`config.mk`:
```
export PLATFORM = sky130hd
export DESIGN_NAME = exc_entry_ctrl
export DESIGN_NICKNAME = d
export VERILOG_FILES = /design/src/rtl/exc_entry_pkg.sv /design/src/rtl/exc_entry_decode.sv /design/src/rtl/exc_entry_redirect.sv /design/src/rtl/exc_entry_ctrl.sv
export SDC_FILE = /design/constraint.sdc
export NUM_CORES = 1
export LEC_CHECK = 0
export ABC_AREA = 1
export BUFFER_PORTS_ARGS = -buffer_cell sky130_fd_sc_hd__buf_4
export CORE_ASPECT_RATIO = 0.8
export CORE_MARGIN = 2
export CORE_UTILIZATION = 55
export DETAILED_ROUTE_END_ITERATION = 10
export HOLD_SLACK_MARGIN = 0.08
export PLACE_DENSITY = 0.86
export SLEW_MARGIN = 20
export SYNTH_ARGS = -nofsm -noshare
export SYNTH_HDL_FRONTEND = slang
export SYNTH_SLANG_ARGS = --single-unit
```
`constraint.sdc`:
```
create_clock -name clk -period 2.4 [get_ports clk]
set_clock_uncertainty 0.15 [all_clocks]
set_input_delay 0.48 -clock clk [delete_from_list [all_inputs] [get_ports clk]]
set_output_delay 0.48 -clock clk [all_outputs]
set_load 0.1 [all_outputs]
```
`src/rtl/exc_entry_pkg.sv`:
```
package exc_entry_pkg;
  localparam logic [2:0] CLS_IRQ      = 3'd0;
  localparam logic [2:0] CLS_TLB_MISS = 3'd1;
  localparam logic [2:0] CLS_TLB_PERM = 3'd2;
  localparam logic [2:0] CLS_SUPER    = 3'd3;
  localparam logic [2:0] CLS_TRAP     = 3'd4;
  localparam logic [2:0] CLS_BREAK    = 3'd5;

  localparam int ST_PIE = 0;
  localparam int ST_U   = 1;
  localparam int ST_EH  = 2;
  localparam int ST_IH  = 3;
  localparam int TM_DBL = 3;
  localparam int TM_WR  = 18;
  localparam int CAUSE_LSB = 2;
  localparam int CAUSE_W   = 5;

  localparam logic [2:0] SEL_STATUS  = 3'd0;
  localparam logic [2:0] SEL_ESTATUS = 3'd1;
  localparam logic [2:0] SEL_BSTATUS = 3'd2;
  localparam logic [2:0] SEL_CAUSE   = 3'd3;
  localparam logic [2:0] SEL_TLBMISC = 3'd4;
  localparam logic [2:0] SEL_ERET    = 3'd5;
  localparam logic [2:0] SEL_BRET    = 3'd6;

  typedef struct packed {
    logic legal;
    logic save_exc;
    logic save_brk;
    logic set_ih;
    logic set_eh;
    logic tm_clr_dbl;
    logic tm_set_dbl;
    logic tm_set_wr;
    logic fast_vec;
  } exc_action_t;
endpackage

```
`src/rtl/exc_entry_decode.sv`:
```
module exc_entry_decode
  import exc_entry_pkg::*;
(
  input  logic [2:0]  cls_i,
  input  logic        eh_i,
  output exc_action_t act_o
);
  always_comb begin
    act_o = '0;
    case (cls_i)
      CLS_IRQ: begin
        act_o.legal    = 1'b1;
        act_o.save_exc = 1'b1;
        act_o.set_ih   = 1'b1;
      end
      CLS_TLB_MISS: begin
        act_o.legal  = 1'b1;
        act_o.set_eh = 1'b1;
        if (!eh_i) begin
          act_o.save_exc   = 1'b1;
          act_o.tm_clr_dbl = 1'b1;
          act_o.tm_set_wr  = 1'b1;
          act_o.fast_vec   = 1'b1;
        end else begin
          act_o.tm_set_dbl = 1'b1;
        end
      end
      CLS_TLB_PERM: begin
        act_o.legal     = 1'b1;
        act_o.set_eh    = 1'b1;
        act_o.save_exc  = 1'b1;
        act_o.tm_set_wr = !eh_i;
      end
      CLS_SUPER, CLS_TRAP: begin
        act_o.legal    = 1'b1;
        act_o.set_eh   = 1'b1;
        act_o.save_exc = !eh_i;
      end
      CLS_BREAK: begin
        act_o.legal    = 1'b1;
        act_o.set_eh   = 1'b1;
        act_o.save_brk = !eh_i;
      end
      default: act_o = '0;
    endcase
  end
endmodule

```
`src/rtl/exc_entry_redirect.sv`:
```
module exc_entry_redirect #(
  parameter int                 XLEN     = 32,
  parameter logic [XLEN-1:0]    EXC_VEC  = 32'h0000_0020,
  parameter logic [XLEN-1:0]    FAST_VEC = 32'h0000_0200
) (
  input  logic            clk,
  input  logic            rst,
  input  logic            take_i,
  input  logic            fast_i,
  output logic [XLEN-1:0] new_pc_o,
  output logic            pc_load_o
);
  always_ff @(posedge clk) begin
    if (rst) begin
      new_pc_o  <= '0;
      pc_load_o <= 1'b0;
    end else begin
      pc_load_o <= take_i;
      if (take_i) new_pc_o <= fast_i ? FAST_VEC : EXC_VEC;
    end
  end
endmodule

```
`src/rtl/exc_entry_ctrl.sv`:
```
module exc_entry_ctrl
  import exc_entry_pkg::*;
#(
  parameter int              XLEN     = 32,
  parameter int              CAUSE_IN = 8,
  parameter logic [XLEN-1:0] EXC_VEC  = 32'h0000_0020,
  parameter logic [XLEN-1:0] FAST_VEC = 32'h0000_0200
) (
  input  logic                clk,
  input  logic                rst,
  input  logic                req_i,
  input  logic [2:0]          cls_i,
  input  logic [CAUSE_IN-1:0] cause_i,
  input  logic [XLEN-1:0]     pc_i,
  input  logic                csr_we_i,
  input  logic [2:0]          csr_sel_i,
  input  logic [XLEN-1:0]     csr_wdata_i,
  output logic [XLEN-1:0]     status_o,
  output logic [XLEN-1:0]     estatus_o,
  output logic [XLEN-1:0]     bstatus_o,
  output logic [XLEN-1:0]     cause_reg_o,
  output logic [XLEN-1:0]     tlbmisc_o,
  output logic [XLEN-1:0]     eret_o,
  output logic [XLEN-1:0]     bret_o,
  output logic [XLEN-1:0]     new_pc_o,
  output logic                pc_load_o,
  output logic                class_err_o
);
  localparam logic [XLEN-1:0] INSN_BYTES = XLEN'(4);
  localparam logic [XLEN-1:0] CAUSE_MASK = XLEN'(((1 << CAUSE_W) - 1) << CAUSE_LSB);

  exc_action_t     act;
  logic            take;
  logic [XLEN-1:0] ret_addr;
  logic [XLEN-1:0] status_nx;
  logic [XLEN-1:0] cause_nx;
  logic [XLEN-1:0] tlbmisc_nx;

  exc_entry_decode u_decode (
    .cls_i (cls_i),
    .eh_i  (status_o[ST_EH]),
    .act_o (act)
  );

  assign take     = req_i && act.legal;
  assign ret_addr = pc_i + INSN_BYTES;

  always_comb begin
    status_nx = status_o;
    if (act.set_ih) status_nx[ST_IH] = 1'b1;
    if (act.set_eh) status_nx[ST_EH] = 1'b1;
    status_nx[ST_PIE] = 1'b0;
    status_nx[ST_U]   = 1'b0;

    cause_nx = (cause_reg_o & ~CAUSE_MASK)
             | (XLEN'(cause_i[CAUSE_W-1:0]) << CAUSE_LSB);

    tlbmisc_nx = tlbmisc_o;
    if (act.tm_clr_dbl) tlbmisc_nx[TM_DBL] = 1'b0;
    if (act.tm_set_dbl) tlbmisc_nx[TM_DBL] = 1'b1;
    if (act.tm_set_wr)  tlbmisc_nx[TM_WR]  = 1'b1;
  end

  always_ff @(posedge clk) begin
    if (rst) begin
      status_o    <= '0;
      estatus_o   <= '0;
      bstatus_o   <= '0;
      cause_reg_o <= '0;
      tlbmisc_o   <= '0;
      eret_o      <= '0;
      bret_o      <= '0;
      class_err_o <= 1'b0;
    end else if (req_i) begin
      if (take) begin
        status_o    <= status_nx;
        cause_reg_o <= cause_nx;
        tlbmisc_o   <= tlbmisc_nx;
        if (act.save_exc) begin
          estatus_o <= status_o;
          eret_o    <= ret_addr;
        end
        if (act.save_brk) begin
          bstatus_o <= status_o;
          bret_o    <= ret_addr;
        end
      end else begin
        class_err_o <= 1'b1;
      end
    end else if (csr_we_i) begin
      case (csr_sel_i)
        SEL_STATUS:  status_o    <= csr_wdata_i;
        SEL_ESTATUS: estatus_o   <= csr_wdata_i;
        SEL_BSTATUS: bstatus_o   <= csr_wdata_i;
        SEL_CAUSE:   cause_reg_o <= csr_wdata_i;
        SEL_TLBMISC: tlbmisc_o   <= csr_wdata_i;
        SEL_ERET:    eret_o      <= csr_wdata_i;
        SEL_BRET:    bret_o      <= csr_wdata_i;
        default: ;
      endcase
    end
  end

  exc_entry_redirect #(
    .XLEN     (XLEN),
    .EXC_VEC  (EXC_VEC),
    .FAST_VEC (FAST_VEC)
  ) u_redirect (
    .clk       (clk),
    .rst       (rst),
    .take_i    (take),
    .fast_i    (act.fast_vec),
    .new_pc_o  (new_pc_o),
    .pc_load_o (pc_load_o)
  );
endmodule

```
; Word-level counts from Yosys, hierarchy flattened
; Index checks and enable logic that the tools add are counted.
[totals]
elab_cells = 115
reg_bits = 258
inputBits = 82
out_inout_bits = 258
[op_classes]
n_reduce_logical = 29
muxes = 49
n_eq_ne = 18
bitwise_logic = 3
add_sub_neg = 1
[op_table]
columns = op, n
row1 = $mux W32, 30
row2 = $add A32 B3 Y32 const B, 1
row3 = $or A32 B7 Y32, 1
row4 = $reduce_and A4 Y1, 8
row5 = $mux W19, 1
row6 = $reduce_bool A2 Y1, 8
row7 = $eq A3 B3 Y1 const B, 5
row8 = $eq A3 B2 Y1 const B, 4
row9 = $mux W1, 12
row10 = $ne A2 B1 Y1 const B, 6
row11 = $reduce_and A3 Y1, 4
row12 = $mux W10, 1
row13 = $eq A3 B1 Y1 const B, 2
row14 = $logic_not A3 Y1, 2
row15 = $reduce_or A6 Y1, 1
row16 = $reduce_or A5 Y1, 1
row17 = $mux W2, 2
row18 = $mux W4, 1
row19 = $reduce_or A2 Y1, 2
row20 = $ne A3 B1 Y1 const B, 1
row21 = $pmux W1 S3, 1
row22 = $not A1 Y1, 2
row23 = $pmux W1 S2, 1
row24 = $reduce_and A2 Y1, 1
row25 = 2 further kinds, 2

; Depth between registers and ports, before layout
[depth]
ltp_word = 6
ltp_mapped = 12
ltp_nobuf = 12

; Modules after synthesis
; From an unflattened synthesis, not the netlist that was laid out.
[hier_totals]
hier_cells = 1403
hier_area_um2 = 9768.1
[modules_own_cells]
columns = module, seq_area_each_um2, n_inst, cells_each, area_per_inst_um2
row1 = exc_entry_ctrl, 4504.3, 1, 1340, 9342.7
row2 = exc_entry_redirect, 60.1, 1, 42, 330.3
row3 = exc_entry_decode, 0.0, 1, 21, 95.1

; Worst setup path after synthesis
; No wires, ideal clock.
[synth_path]
path_type = input to register
from = input port pc_i[2]
to = register eret_o[26]
arrival_time_ns = 1.546
n_path_buf = 0
path_slack_ns = 0.595
setup_time_ns = 0.109
stages = 12
required_time_ns = 2.141
cell_sequence = ha_1 -> nand2_1 -> nor2_1 -> nand2_1 -> nor2_4 -> nand3_1 -> nand2_1 -> inv_1 -> nand2_1 -> nand3_1 -> nand2_1 -> inv_1
[synth_between]
elab_chain_cells = 4
[synth_lines]
columns = item, line_no
row1 = "start, declared", exc_entry_ctrl.sv:14  ; input logic [XLEN-1:0] pc_i,
row2 = $add A32 B3 Y32, exc_entry_ctrl.sv:46  ; assign ret_addr = pc_i + INSN_BYTES;
row3 = $mux W32, exc_entry_ctrl.sv:79  ; if (act.save_exc) begin
row4 = $mux W32, exc_entry_ctrl.sv:75  ; if (take) begin
row5 = $mux W32, exc_entry_ctrl.sv:74  ; end else if (req_i) begin
row6 = "end signal, assigned", exc_entry_ctrl.sv:81  ; eret_o <= ret_addr;
row7 = "end signal, assigned", exc_entry_ctrl.sv:97  ; SEL_ERET: eret_o <= csr_wdata_i;
row8 = "end, declared", exc_entry_ctrl.sv:23  ; output logic [XLEN-1:0] eret_o,
; No other way between the ends. The select of a mux whose other input is x is not followed.
; A chain may end at the register's enable or synchronous reset.

; Worst setup path after layout
[layout_path]
from = register eret_o[14]
to = output port eret_o[14]
; No word-level cell between the ends.

==> Flow_metrics.wiki <==
{| class="wikitable"
! Metric !! Value
|-
| Outcome || finished, final reports clean
|-
| GRT Util Overall || 33.6%
|-
| Final standard cell utilization of the core || 73.8%
|-
| Number of routed nets with antenna violations || 0
|-
| Global placer's final weighted congestion || 0.947
|-
| Portion of the clock cycle consumed by the worst path in the final layout || 78.3%
|-
| Clock Latency Late Sink || 0.50 ns
|-
| Chip Width || 155 µm
|-
| Pin count of the biggest net entering global routing || 74
|-
| Type of the setup path with the least slack || reg2out
|-
| Total negative setup slack || 0 ns
|-
| Slew headroom || 49.5%
|-
| Antenna violations before repair || 0
|-
| Worst Path Max Fanout || 2
|-
| Path type of the worst min-delay path || in2reg
|-
| Layout overhead on the synthesized area || 32.2%
|-
| Count of standard-cell rows || 44
|-
| Final critical-path setup slack || 0.521 ns
|-
| Kind of capture point of the worst setup path || output pin
|-
| Kind of cell with the highest combined delay on the critical path || flip-flops
|-
| Slowest cell on crit path || sky130_fd_sc_hd__dfxtp_1
|-
| Measured slew at the worst slew-check pin || 0.753 ns
|-
| Clock-pin transition on the worst setup and hold timing paths || 0.06 ns
|-
| First-pass GRT wire length || 51400 µm
|-
| Combined buffer and inverter count along the critical path || 1
|-
| Deepest clock path buffer count || 3
|-
| Buffers added on ports || 306
|-
| Slowest Stage Delay on Critical Path || 0.42 ns
|-
| Total power || 11.1 mW
|-
| Power per standard cell area || 838 mW/mm²
|-
| Number of distinct library cells after synthesis || 34
|-
| Cell Count Post-Placement || 1911
|-
| Internal cell power || 6.98 mW
|-
| Num CTS Buffers || 23
|-
| Combinational group share of total power || 28.2%
|-
| First-pass iteration count of the detailed router || 5
|-
| Starting density of the core || 55.8%
|-
| Number of stages on the worst setup path || 1
|-
| # nets final || 1790
|-
| Register share of total power || 37.2%
|-
| Die Area || 0.0194 mm²
|-
| Total length of routed wires || 33700 µm
|-
| Pleak || 6.29 nW
|-
| Pre-CTS worst setup slack || 0.148 ns
|-
| Netlist area before placement || 0.0101 mm²
|-
| Clock network power share || 34.6%
|-
| Total gr overflow || 0
|-
| Diodes inserted || 0
|-
| Syn Inst Count || 1429
|-
| VDD IR max || 489 µV
|-
| Post-synthesis register bit count || 228
|-
| Final Hold Vio Count || 0
|-
| Core Area || 0.0180 mm²
|-
| Estimated wirelength of the detail-placed design || 24700 µm
|-
| Startpoint types || register
|-
| Final critical-path required period || 1.88 ns
|-
| Depth of the worst hold-timing path || 3
|-
| Final setup fails || 0
|-
| Number of placed I/O pins || 340
|-
| Fraction of final layout cells sized beyond drive strength 1 || 22.5%
|-
| Max Cap Violations || 0
|-
| Switching fraction of total power || 37.3%
|-
| Critical path required time || 1.77 ns
|-
| Vias || 10.5k
|-
| Iteration-0 DRC count of the detailed router || 817
|-
| Endpoint arrival time on the critical path || 1.25 ns
|-
| Vert. Die Dim || 125 µm
|-
| CTS tree || built
|-
| Unrepaired setup endpoints after global routing || false
|-
| Post-Syn Area per Cell || 7.03 µm²
|-
| H-tree lvl count || 1
|-
| Non-filler instance count after layout || 1952
|-
| Number of sinks driven by the clock tree || 228
|-
| Total of warnings raised by yosys || 0
|-
| Upper clock frequency limit || 532 MHz
|-
| Vias per inst || 5.38
|-
| Final routed DRC violation total || 0
|-
| Part of the Yosys area used for sequential elements || 45.4%
|-
| Switching power || 4.15 mW
|-
| Via count of the first global-routing pass || 9452
|-
| Per-cell routed wire length || 17.3 µm
|-
| Critical-path cell list || buf_4
|-
| Clk Tree Root Cell || sky130_fd_sc_hd__clkbuf_16
|-
| Number of pins with negative max-slew slack in the final report || 0
|-
| Register-to-Register Path Depth || 9
|}
-- flip-flops by register name (all words and copies together), names as in the netlist --
| signal | count |
|---|---|
| cause_reg_o | 32 |
| status_o | 32 |
| estatus_o | 32 |
| bstatus_o | 32 |
| bret_o | 32 |
| tlbmisc_o | 32 |
| u_redirect.new_pc_o | 2 |
| eret_o | 32 |
| class_err_o | 1 |
| u_redirect.pc_load_o | 1 |
-- per-layer routing --
metal | GRT usage [%] | part of all wire [%] | up-vias
li1 | - | - | 5051
met1 | 44.9 | 42 | 4846
met2 | 53.6 | 45 | 515
met3 | 6.51 | 8.4 | 95
met4 | 13.4 | 4.3 | 0
met5 | 0 | 0 | -
-- through the flow --
step                instance area [µm²]  hold WS [ns]
global route                      13300         0.115
CTS                               13300        0.0970
detailed placement                12500         0.286
finish                            13300         0.106
floorplan                         10200         0.394
global placement                  12500         0.282
-- what timing repair did --
item                                   CTS  global route
hold buffers                             1             0
resized for setup                        0             0
setup buffers                            0             0
endpoints found under the hold margin    1             0
-- cell type report --
type | instances | area, µm²
Clock inverter | 8 | 149
Inverter | 183 | 689
Sequential cell | 228 | 4560
Tap cell | 230 | 288
Timing Repair Buffer | 332 | 2610
Multi-Input combinational cell | 939 | 4330
Clock buffer | 32 | 659
Fill cell | 1403 | 4710
-- power groups by stage --
stage | registers (mW) | clock network (mW) | logic (mW)
after floorplan | 5.74 | 0 | 0.875
after global placement | 4.22 | 0 | 3.08
after detailed placement | 4.22 | 0 | 3.11
after CTS | 4.14 | 3.88 | 3.12
after global routing | 4.16 | 4.03 | 3.26
final | 4.14 | 3.85 | 3.14
-- path summary, 6_finish.rpt --
check                  endpoint  slack [ns]           start
setup reg to reg     bret_o[26]        0.53     status_o[2]
hold / removal     tlbmisc_o[1]        0.11  csr_wdata_i[1]
setup / recovery     eret_o[14]        0.52      eret_o[14]
hold reg to reg   bstatus_o[29]        0.29   bstatus_o[29]
-- synth_stat cells, drive strengths merged --
master / n / area share (%)
a22oi: 1 / 0.12
ha: 1 / 0.12
nand3b: 2 / 0.15
o21a: 42 / 3.1
o2111a: 1 / 0.11
nand3: 69 / 3.7
a211oi: 2 / 0.15
nand4: 2 / 0.12
clkinv: 1 / 0.037
o21bai: 1 / 0.075
inv: 182 / 6.8
xor2: 3 / 0.26
dfxtp: 228 / 45
buf: 55 / 3.8
nor2: 204 / 7.7
clkbuf: 53 / 2.0
a21oi: 113 / 5.8
nand2: 242 / 9.1
a31oi: 3 / 0.19
xnor2: 1 / 0.087
o21ai: 216 / 11
conb: 1 / 0.037
nor3: 6 / 0.30
-- cells by family (layout without fill, tap and decap cells) --
logic type	after synthesis	count (layout)	synth area share [%]
flops	228	228	45.4
compound gates	379	379	20.3
simple gates	525	525	21.1
fa+ha+maj	1	1	0.124
xor+xnor	4	4	0.349
other cells	1	30	0.0373
buf+inv	291	555	12.6
-- cells in the final DEF, fill, tap and decap left out, drive strengths merged --
master,instances
buf,331
nand2,242
dfxtp,228
o21ai,216
nor2,204
inv,183
a21oi,113
nand3,69
o21a,42
clkbuf,32
conb,30
nor3,6
bufinv,4
xor2,3
a31oi,3
nand3b,2
nand4,2
a211oi,2
clkinvlp,2
clkinv,2
o21bai,1
xnor2,1
o2111a,1
a22oi,1
ha,1
dlygate4sd3,1
-- worst reg2reg max path: cells and delay by family (launching register included) --
kind / cells / cell delay, ns
AND/OR/NAND/NOR: 5 / 0.71
buffers and inverters: 4 / 0.57
flip-flops: 1 / 0.33
(Power assumes the default switching activity.)
